$ cat config.mk
export PLATFORM = sky130hd
export DESIGN_NAME = byte_alu
export DESIGN_NICKNAME = d
export VERILOG_FILES = /design/src/rtl/byte_alu_pkg.sv /design/src/rtl/byte_alu_addsub.sv /design/src/rtl/byte_alu_mul.sv /design/src/rtl/byte_alu_logic.sv /design/src/rtl/byte_alu.sv
export SDC_FILE = /design/constraint.sdc
export NUM_CORES = 1
export LEC_CHECK = 0
export BUFFER_PORTS_ARGS = -buffer_cell sky130_fd_sc_hd__buf_2
export CAP_MARGIN = 10
export CORE_MARGIN = 4
export CORE_UTILIZATION = 62
export DETAILED_ROUTE_END_ITERATION = 8
export PLACE_DENSITY = 0.92
export SLEW_MARGIN = 20
export SYNTH_ARGS = -nofsm -noshare
export SYNTH_HDL_FRONTEND = slang
export SYNTH_SLANG_ARGS = --single-unit
$ cat constraint.sdc
create_clock -name vclk -period 7
set_clock_uncertainty 0.15 [all_clocks]
set_input_delay 0.7 -clock vclk [all_inputs]
set_output_delay 0.7 -clock vclk [all_outputs]
set_load 0.01 [all_outputs]
$ cat src/rtl/byte_alu_pkg.sv
package byte_alu_pkg;

    parameter int unsigned ALU_DW = 8;
    localparam int unsigned SEL_W = 3;

    typedef enum logic [SEL_W-1:0] {
        SEL_ADD  = 3'b000,
        SEL_SUB  = 3'b001,
        SEL_MUL  = 3'b010,
        SEL_AND  = 3'b011,
        SEL_OR   = 3'b100,
        SEL_RES5 = 3'b101,
        SEL_RES6 = 3'b110,
        SEL_RES7 = 3'b111
    } alu_sel_e;

    // The OR path of the logic unit is picked by this select only.
    function automatic logic sel_is_or(input alu_sel_e s);
        return (s == SEL_OR);
    endfunction

    // The adder runs in subtract mode for this select only.
    function automatic logic sel_is_sub(input alu_sel_e s);
        return (s == SEL_SUB);
    endfunction

endpackage

$ cat src/rtl/byte_alu_addsub.sv
module byte_alu_addsub #(
    parameter int unsigned DW = 8
) (
    input  logic [DW-1:0] lhs,
    input  logic [DW-1:0] rhs,
    input  logic          do_sub,
    output logic [DW-1:0] sum,
    output logic          flag
);
    // Ripple chain; in subtract mode rhs is inverted and carry-in is one.
    logic [DW:0]   chain;
    logic [DW-1:0] rhs_x;

    assign rhs_x    = rhs ^ {DW{do_sub}};
    assign chain[0] = do_sub;

    for (genvar i = 0; i < DW; i++) begin : g_bit
        assign sum[i]     = lhs[i] ^ rhs_x[i] ^ chain[i];
        assign chain[i+1] = (lhs[i] & rhs_x[i]) | (lhs[i] & chain[i]) | (rhs_x[i] & chain[i]);
    end

    // Carry out for add; the inverted carry is the borrow for subtract.
    assign flag = chain[DW] ^ do_sub;
endmodule

$ cat src/rtl/byte_alu_mul.sv
module byte_alu_mul #(
    parameter int unsigned DW = 8
) (
    input  logic [DW-1:0]   mcand,
    input  logic [DW-1:0]   mplier,
    output logic [2*DW-1:0] prod
);
    localparam int unsigned PW = 2 * DW;

    logic [PW-1:0] row [DW];
    logic [PW-1:0] acc [DW];

    // One shifted partial-product row per multiplier bit.
    for (genvar i = 0; i < DW; i++) begin : g_row
        assign row[i] = {{DW{1'b0}}, (mcand & {DW{mplier[i]}})} << i;
    end

    // Accumulate the rows one after another.
    assign acc[0] = row[0];
    for (genvar i = 1; i < DW; i++) begin : g_acc
        assign acc[i] = acc[i-1] + row[i];
    end

    assign prod = acc[DW-1];
endmodule

$ cat src/rtl/byte_alu_logic.sv
module byte_alu_logic #(
    parameter int unsigned DW = 8
) (
    input  logic [DW-1:0] lhs,
    input  logic [DW-1:0] rhs,
    input  logic          pick_or,
    output logic [DW-1:0] bits
);
    assign bits = pick_or ? (lhs | rhs) : (lhs & rhs);
endmodule

$ cat src/rtl/byte_alu.sv
module byte_alu
    import byte_alu_pkg::*;
#(
    parameter int unsigned DW = ALU_DW
) (
    input  logic [DW-1:0]   opnd_a,
    input  logic [DW-1:0]   opnd_b,
    input  logic [2:0]      op_sel,
    output logic [2*DW-1:0] result,
    output logic            carry_o,
    output logic            zero_o
);
    localparam int unsigned RW = 2 * DW;

    typedef struct packed {
        logic          cy;
        logic [RW-1:0] val;
    } lane_t;

    alu_sel_e      sel;
    logic [DW-1:0] as_sum;
    logic          as_flag;
    logic [RW-1:0] mul_p;
    logic [DW-1:0] lg_bits;
    lane_t         out_lane;

    assign sel = alu_sel_e'(op_sel);

    byte_alu_addsub #(.DW(DW)) u_addsub (
        .lhs    (opnd_a),
        .rhs    (opnd_b),
        .do_sub (sel_is_sub(sel)),
        .sum    (as_sum),
        .flag   (as_flag)
    );

    byte_alu_mul #(.DW(DW)) u_mul (
        .mcand  (opnd_a),
        .mplier (opnd_b),
        .prod   (mul_p)
    );

    byte_alu_logic #(.DW(DW)) u_logic (
        .lhs     (opnd_a),
        .rhs     (opnd_b),
        .pick_or (sel_is_or(sel)),
        .bits    (lg_bits)
    );

    always_comb begin
        out_lane = '0;
        unique case (sel)
            SEL_ADD, SEL_SUB: begin
                out_lane.val = {{DW{1'b0}}, as_sum};
                out_lane.cy  = as_flag;
            end
            SEL_MUL: begin
                out_lane.val = mul_p;
                out_lane.cy  = |mul_p[RW-1:DW];
            end
            SEL_AND, SEL_OR: begin
                out_lane.val = {{DW{1'b0}}, lg_bits};
                out_lane.cy  = 1'b0;
            end
            default: out_lane = '0;
        endcase
    end

    assign result  = out_lane.val;
    assign carry_o = out_lane.cy;
    assign zero_o  = ~|out_lane.val;
endmodule

# --- Word-level counts from Yosys, hierarchy flattened ---
# Index checks and enable logic that the tools add are counted.
op_classes:
  mux: 2
  n_addsub: 7
  n_eq_ne: 4
  bitwise_logic: 68
  n_reduce_logical: 6
op_table:
  columns: ["op", "count"]
  rows:
  - ["$and A8 B8 Y8", 9]
  - ["$pmux W17 S3", 1]
  - ["$and A1 B1 Y1", 24]
  - ["$xor A1 B1 Y1", 17]
  - ["$add A15 B15 Y16", 1]
  - ["$or A1 B1 Y1", 16]
  - ["$reduce_or A16 Y1", 1]
  - ["$add A14 B14 Y15", 1]
  - ["$add A13 B13 Y14", 1]
  - ["$add A12 B12 Y13", 1]
  - ["$add A11 B11 Y12", 1]
  - ["$add A10 B10 Y11", 1]
  - ["$add A8 B9 Y10", 1]
  - ["$mux W8", 1]
  - ["$or A8 B8 Y8", 1]
  - ["$reduce_or A8 Y1", 1]
  - ["$xor A8 B8 Y8", 1]
  - ["$eq A3 B2 Y1 const B", 2]
  - ["$reduce_or A2 Y1", 2]
  - ["$eq A3 B1 Y1 const B", 1]
  - ["$eq A3 B3 Y1 const B", 1]
  - ["$logic_not A3 Y1", 1]
  - ["$logic_not A1 Y1", 1]
totals:
  out_inout_bits: 18
  input_bits: 19
  elab_cells: 87
  regBits: 0

# --- Logic depth before layout (Yosys ltp) ---
depth:
  ltp_word: 30
  depth_mapped: 19
  ltp_nobuf: 17

# --- Modules after synthesis ---
# A second synthesis with hierarchy kept.
unflattened:
  cells_unflattened: 318
  area_unflattened_um2: 2740.1
modules_own_cells:
  columns: ["module", "instances", "seq_area_each_um2", "area_each_um2", "cells_each"]
  rows:
  - ["byte_alu_mul", 1, 0.0, 1923.1, 212]
  - ["byte_alu", 1, 0.0, 425.4, 66]
  - ["byte_alu_addsub", 1, 0.0, 290.3, 31]
  - ["byte_alu_logic", 1, 0.0, 101.3, 9]

# --- Worst setup path after synthesis ---
# OpenSTA, ideal clock, no wires.
synth_path:
  path_type: "input to output"
  startpoint: "in opnd_b[5]"
  endpoint: "out zero_o"
  path_stages: 17
  required_ns: 6.150
  t_arrival_ns: 5.181
  setup_slack_ns: 0.969
  path_buffers: 1
  cell_sequence: "clkbuf_1 -> and2_1 -> fa_1 -> fa_1 -> inv_1 -> fa_1 -> inv_1 -> ha_1 -> ha_1 -> fa_1 -> a21o_1 -> a221oi_2 -> and2b_1 -> nor3_1 -> or4_1 -> nor2_1 -> and4b_1"
synth_rtl:
  columns: ["element", "line", "source"]
  rows:
  - ["start, declared", "byte_alu.sv:7", "input logic [DW-1:0] opnd_b,"]
  - ["$and A8 B8 Y8", "byte_alu_mul.sv:15", "assign row[i] = {{DW{1'b0}}, (mcand & {DW{mplier[i]}})} << i;"]
  - ["$add A13 B13 Y14", "byte_alu_mul.sv:21", "assign acc[i] = acc[i-1] + row[i];"]
  - ["$add A14 B14 Y15", "byte_alu_mul.sv:21", null]
  - ["$add A15 B15 Y16", "byte_alu_mul.sv:21", null]
  - ["$pmux W17 S3", "byte_alu.sv:52", "unique case (sel)"]
  - ["named net result[11]", "byte_alu.sv:9", "output logic [2*DW-1:0] result,"]
  - ["$reduce_or A16 Y1", "byte_alu.sv:71", "assign zero_o = ~|out_lane.val;"]
  - ["$logic_not A1 Y1", "byte_alu.sv:71", null]
  - ["end, declared", "byte_alu.sv:11", "output logic zero_o"]
# The timed path passes the listed nets, and every way through them passes these cells.

# --- Final worst setup path ---
layout_path:
  startpoint: "in opnd_b[7]"
  endpoint: "out zero_o"
layout_between:
  elab_chain_len: 6
layout_rtl:
  columns: ["element", "line"]
  rows:
  - ["parallel branches: the longest is 3 deep, another holds $add A15 B15 Y16", null]
  - ["$pmux W17 S3 *", "byte_alu.sv:52"]
  - ["$reduce_or A16 Y1 *", "byte_alu.sv:71"]
  - ["$logic_not A1 Y1 *", "byte_alu.sv:71"]
# Every way passes the cells marked *.

==> results by group <==
Global routing
  • Busiest grt layer: met2
  • Met1 Track Usage GR: 0.3333
  • Congestion Overflow GR: 0
  • Largest net degree at the start of global routing: 17
  • Total Routing Usage GR: 0.2498
  • GRT met2 Usage: 0.4566
  • Initial antenna violation count: 0
  • Global-route wire length before repair: 11000 um
  • Met3 GRT Util: 0.005340
  • Vias in the first global route: 2447

Die
  • Starting density of the core: 0.6395
  • Die width: 74.78 um
  • # IOs: 37
  • Die Area: 5592 um2
  • Core box area: 4324 um2
  • DIE HEIGHT: 74.78 um
  • FP Rows: 24

Clock network
  • # resized after CTS: 0
  • CTS Hold Bufs: 0
  • Setup Fix Bufs, Post-CTS: 0

Cells and area
  • Area of the multi-input gates: 2506 um2
  • Final antenna diode count: 0
  • Area Overhead vs Synth: 6.063%
  • Design Area, Final: 2933 um2
  • Net count, final: 459
  • Register area: 0 um2
  • FFs & Latches: 0
  • CLK BUF: 0
  • Layout cell share with drive strength beyond 1: 0.1194
  • Fill cells: 364

Hold path
  • Hold/Removal Path Class: in2out
  • Hold path startpoint: op_sel[2]
  • Worst hold path cell count: 3
  • WHS Endpoint: carry_o

Drt
  • DRT antenna net count: 0
  • Number of DRC markers in iteration 0: 248
  • Avg WL per Cell: 15.72 um
  • Pre-antenna DRT Iters: 4
  • Vias: 2423
  • Via/cell ratio: 5.881
  • DRC viols: 0
  • Drt total wl: 6476 um

STA
  • Fmax: 155.7 MHz
  • Final worst path period share: 0.9177
  • Slew Limit Fails: 0
  • Final Setup Violations: 0
  • Slew @ Worst Pin: 619.3 ps
  • RSZ-0062 raised after global routing: false
  • Fin crit period: 6424 ps
  • Setup_tns: 0 ps
  • Rel. slew slack: 0.5863
  • Final hold viol count: 0
  • Worst hold slack: 1697 ps

Worst setup path
  • Data arrival, critical path: 5570 ps
  • Critical-path maximum fanout: 12
  • Kind of critical path: in2out
  • Startpoint types: input pin
  • Worst Setup End Kind: output pin
  • CP required: 6150 ps

Logic synthesis
  • Synthesized netlist cell count: 343
  • Seq/Total Area, Yosys: 0
  • Yosys warnings: 0
  • Area fraction in compound gates after synthesis: 0.1367
  • Largest family of logic cells by synthesized area: adder cells
  • Adder-cell share of the synthesized area: 0.4751
  • Post-Syn Nets: 440
  • Post-synth cell types: 45
  • Xor and xnor area share after synthesis: 0.04751
  • Simple-Gate Fraction of Synth Area: 0.2398
  • Average size of a mapped cell: 8.062 um2
  • Post-synthesis mux area share: 0.007240
  • Syn Std Cell Area: 2765 um2

Run
  • Max-Cap Viols: 0

Power and ir drop
  • Pwr per Cell Area: 214.8 nW/um2
  • Final Total Pwr: 629.9 uW
  • Leakage: 1.606 nW
  • Max IR drop VDD: 0.0001772 V

Outcome
  • Status: finished clean

Place
  • Gpl congestion: 0.8870
  • Post-DP HPWL: 5357 um
  • Port buffer count: 37
  • DP Area: 2933 um2
## worst max path at each step
stage                    from  cells after the start  slack (ps)      to
floorplan           opnd_b[5]                     17         970  zero_o
global placement    opnd_b[7]                     18         810  zero_o
detailed placement  opnd_b[7]                     18         590  zero_o
CTS                 opnd_b[7]                     18         580  zero_o
global route        opnd_b[7]                     18         220  zero_o
finish              opnd_b[7]                     18         580  zero_o
## critical path, stage by stage
cell and delay (ps):
buf_2 210, nand2_1 110, fa_1 560, inv_1 70
fa_1 500, fa_1 550, inv_1 50, fa_1 520
inv_1 40, ha_1 440, and3_1 250, a221oi_2 330
o21ai_0 180, xnor2_1 220, nand2_1 110, o311ai_0 330
and4b_1 250, buf_2 130
## cell usage after synthesis (all sizes together) (2+ instances only)
master	number	area (um2)
and3	3	23.77
ha	33	412.9
mux2i	2	20.02
nand2	44	165.2
a21oi	16	80.08
or4	3	22.52
and2	33	206.5
a21o	10	75.07
o22ai	2	12.51
nor2	21	78.83
o21ai	7	35.03
a22oi	3	22.52
clkbuf	14	52.55
nor2b	6	37.54
inv	43	161.4
and3b	2	17.52
nand2b	4	25.02
nor3	4	20.02
nand3b	2	15.01
fa	45	900.9
a31oi	2	18.77
buf	8	45.04
a221o	6	60.06
xnor2	6	52.55
xor2	9	78.83
## routing by layer
metal,up-vias,routed length [um]
li1,1145,-
met1,1174,2637
met2,98,3344
met3,6,429
met4,0,64
met5,-,0
## kinds of logic (layout without fill, tap and decap cells)
group | count (synthesis) | after routing
simple gates | 129 | 129
fa+ha+maj | 78 | 78
buf+inv | 65 | 82
compound gates | 54 | 54
xor+xnor | 15 | 15
mux | 2 | 2
## area by class of cell
cell class | count | share of cell area
inverters | 43 | 0.05503
multi-input cells | 278 | 0.8545
repair buffers | 39 | 0.06826
well taps | 52 | 0.02218
## per-stage QoR
| stage | util | instances | setup slack, ps |
|---|---|---|---|
| final | 0.6782 | 412 | 576.3 |
| after global routing | 0.6782 | 412 | 221.8 |
| after CTS | 0.6782 | 412 | 583.3 |
| after detailed placement | 0.6782 | 412 | 595.0 |
| after global placement | 0.6782 | 412 | 805.1 |
| after floorplan | - | 343 | 968.6 |
## power by group
part | switching (mW) | total [mW] | leakage [nW] | internal (mW)
combinational | 0.368 | 0.630 | 1.61 | 0.262
sequential | 0 | 0 | 0 | 0
clock | 0 | 0 | 0 | 0
total | 0.368 | 0.630 | 1.61 | 0.262
## cell usage in the layout (no fill, tap or decap), types with 3 or more instances in the layout
master,count
inv_1,42
fa_1,45
a221o_1,6
and2_1,33
a22oi_1,3
nor2b_1,6
or4_1,3
o21ai_0,7
nor2_1,21
a21o_1,10
xor2_1,9
buf_2,37
xnor2_1,6
a21oi_1,16
ha_1,33
nand2_1,44
nand2b_1,4
nor3_1,4
(Power assumes the default switching activity.)
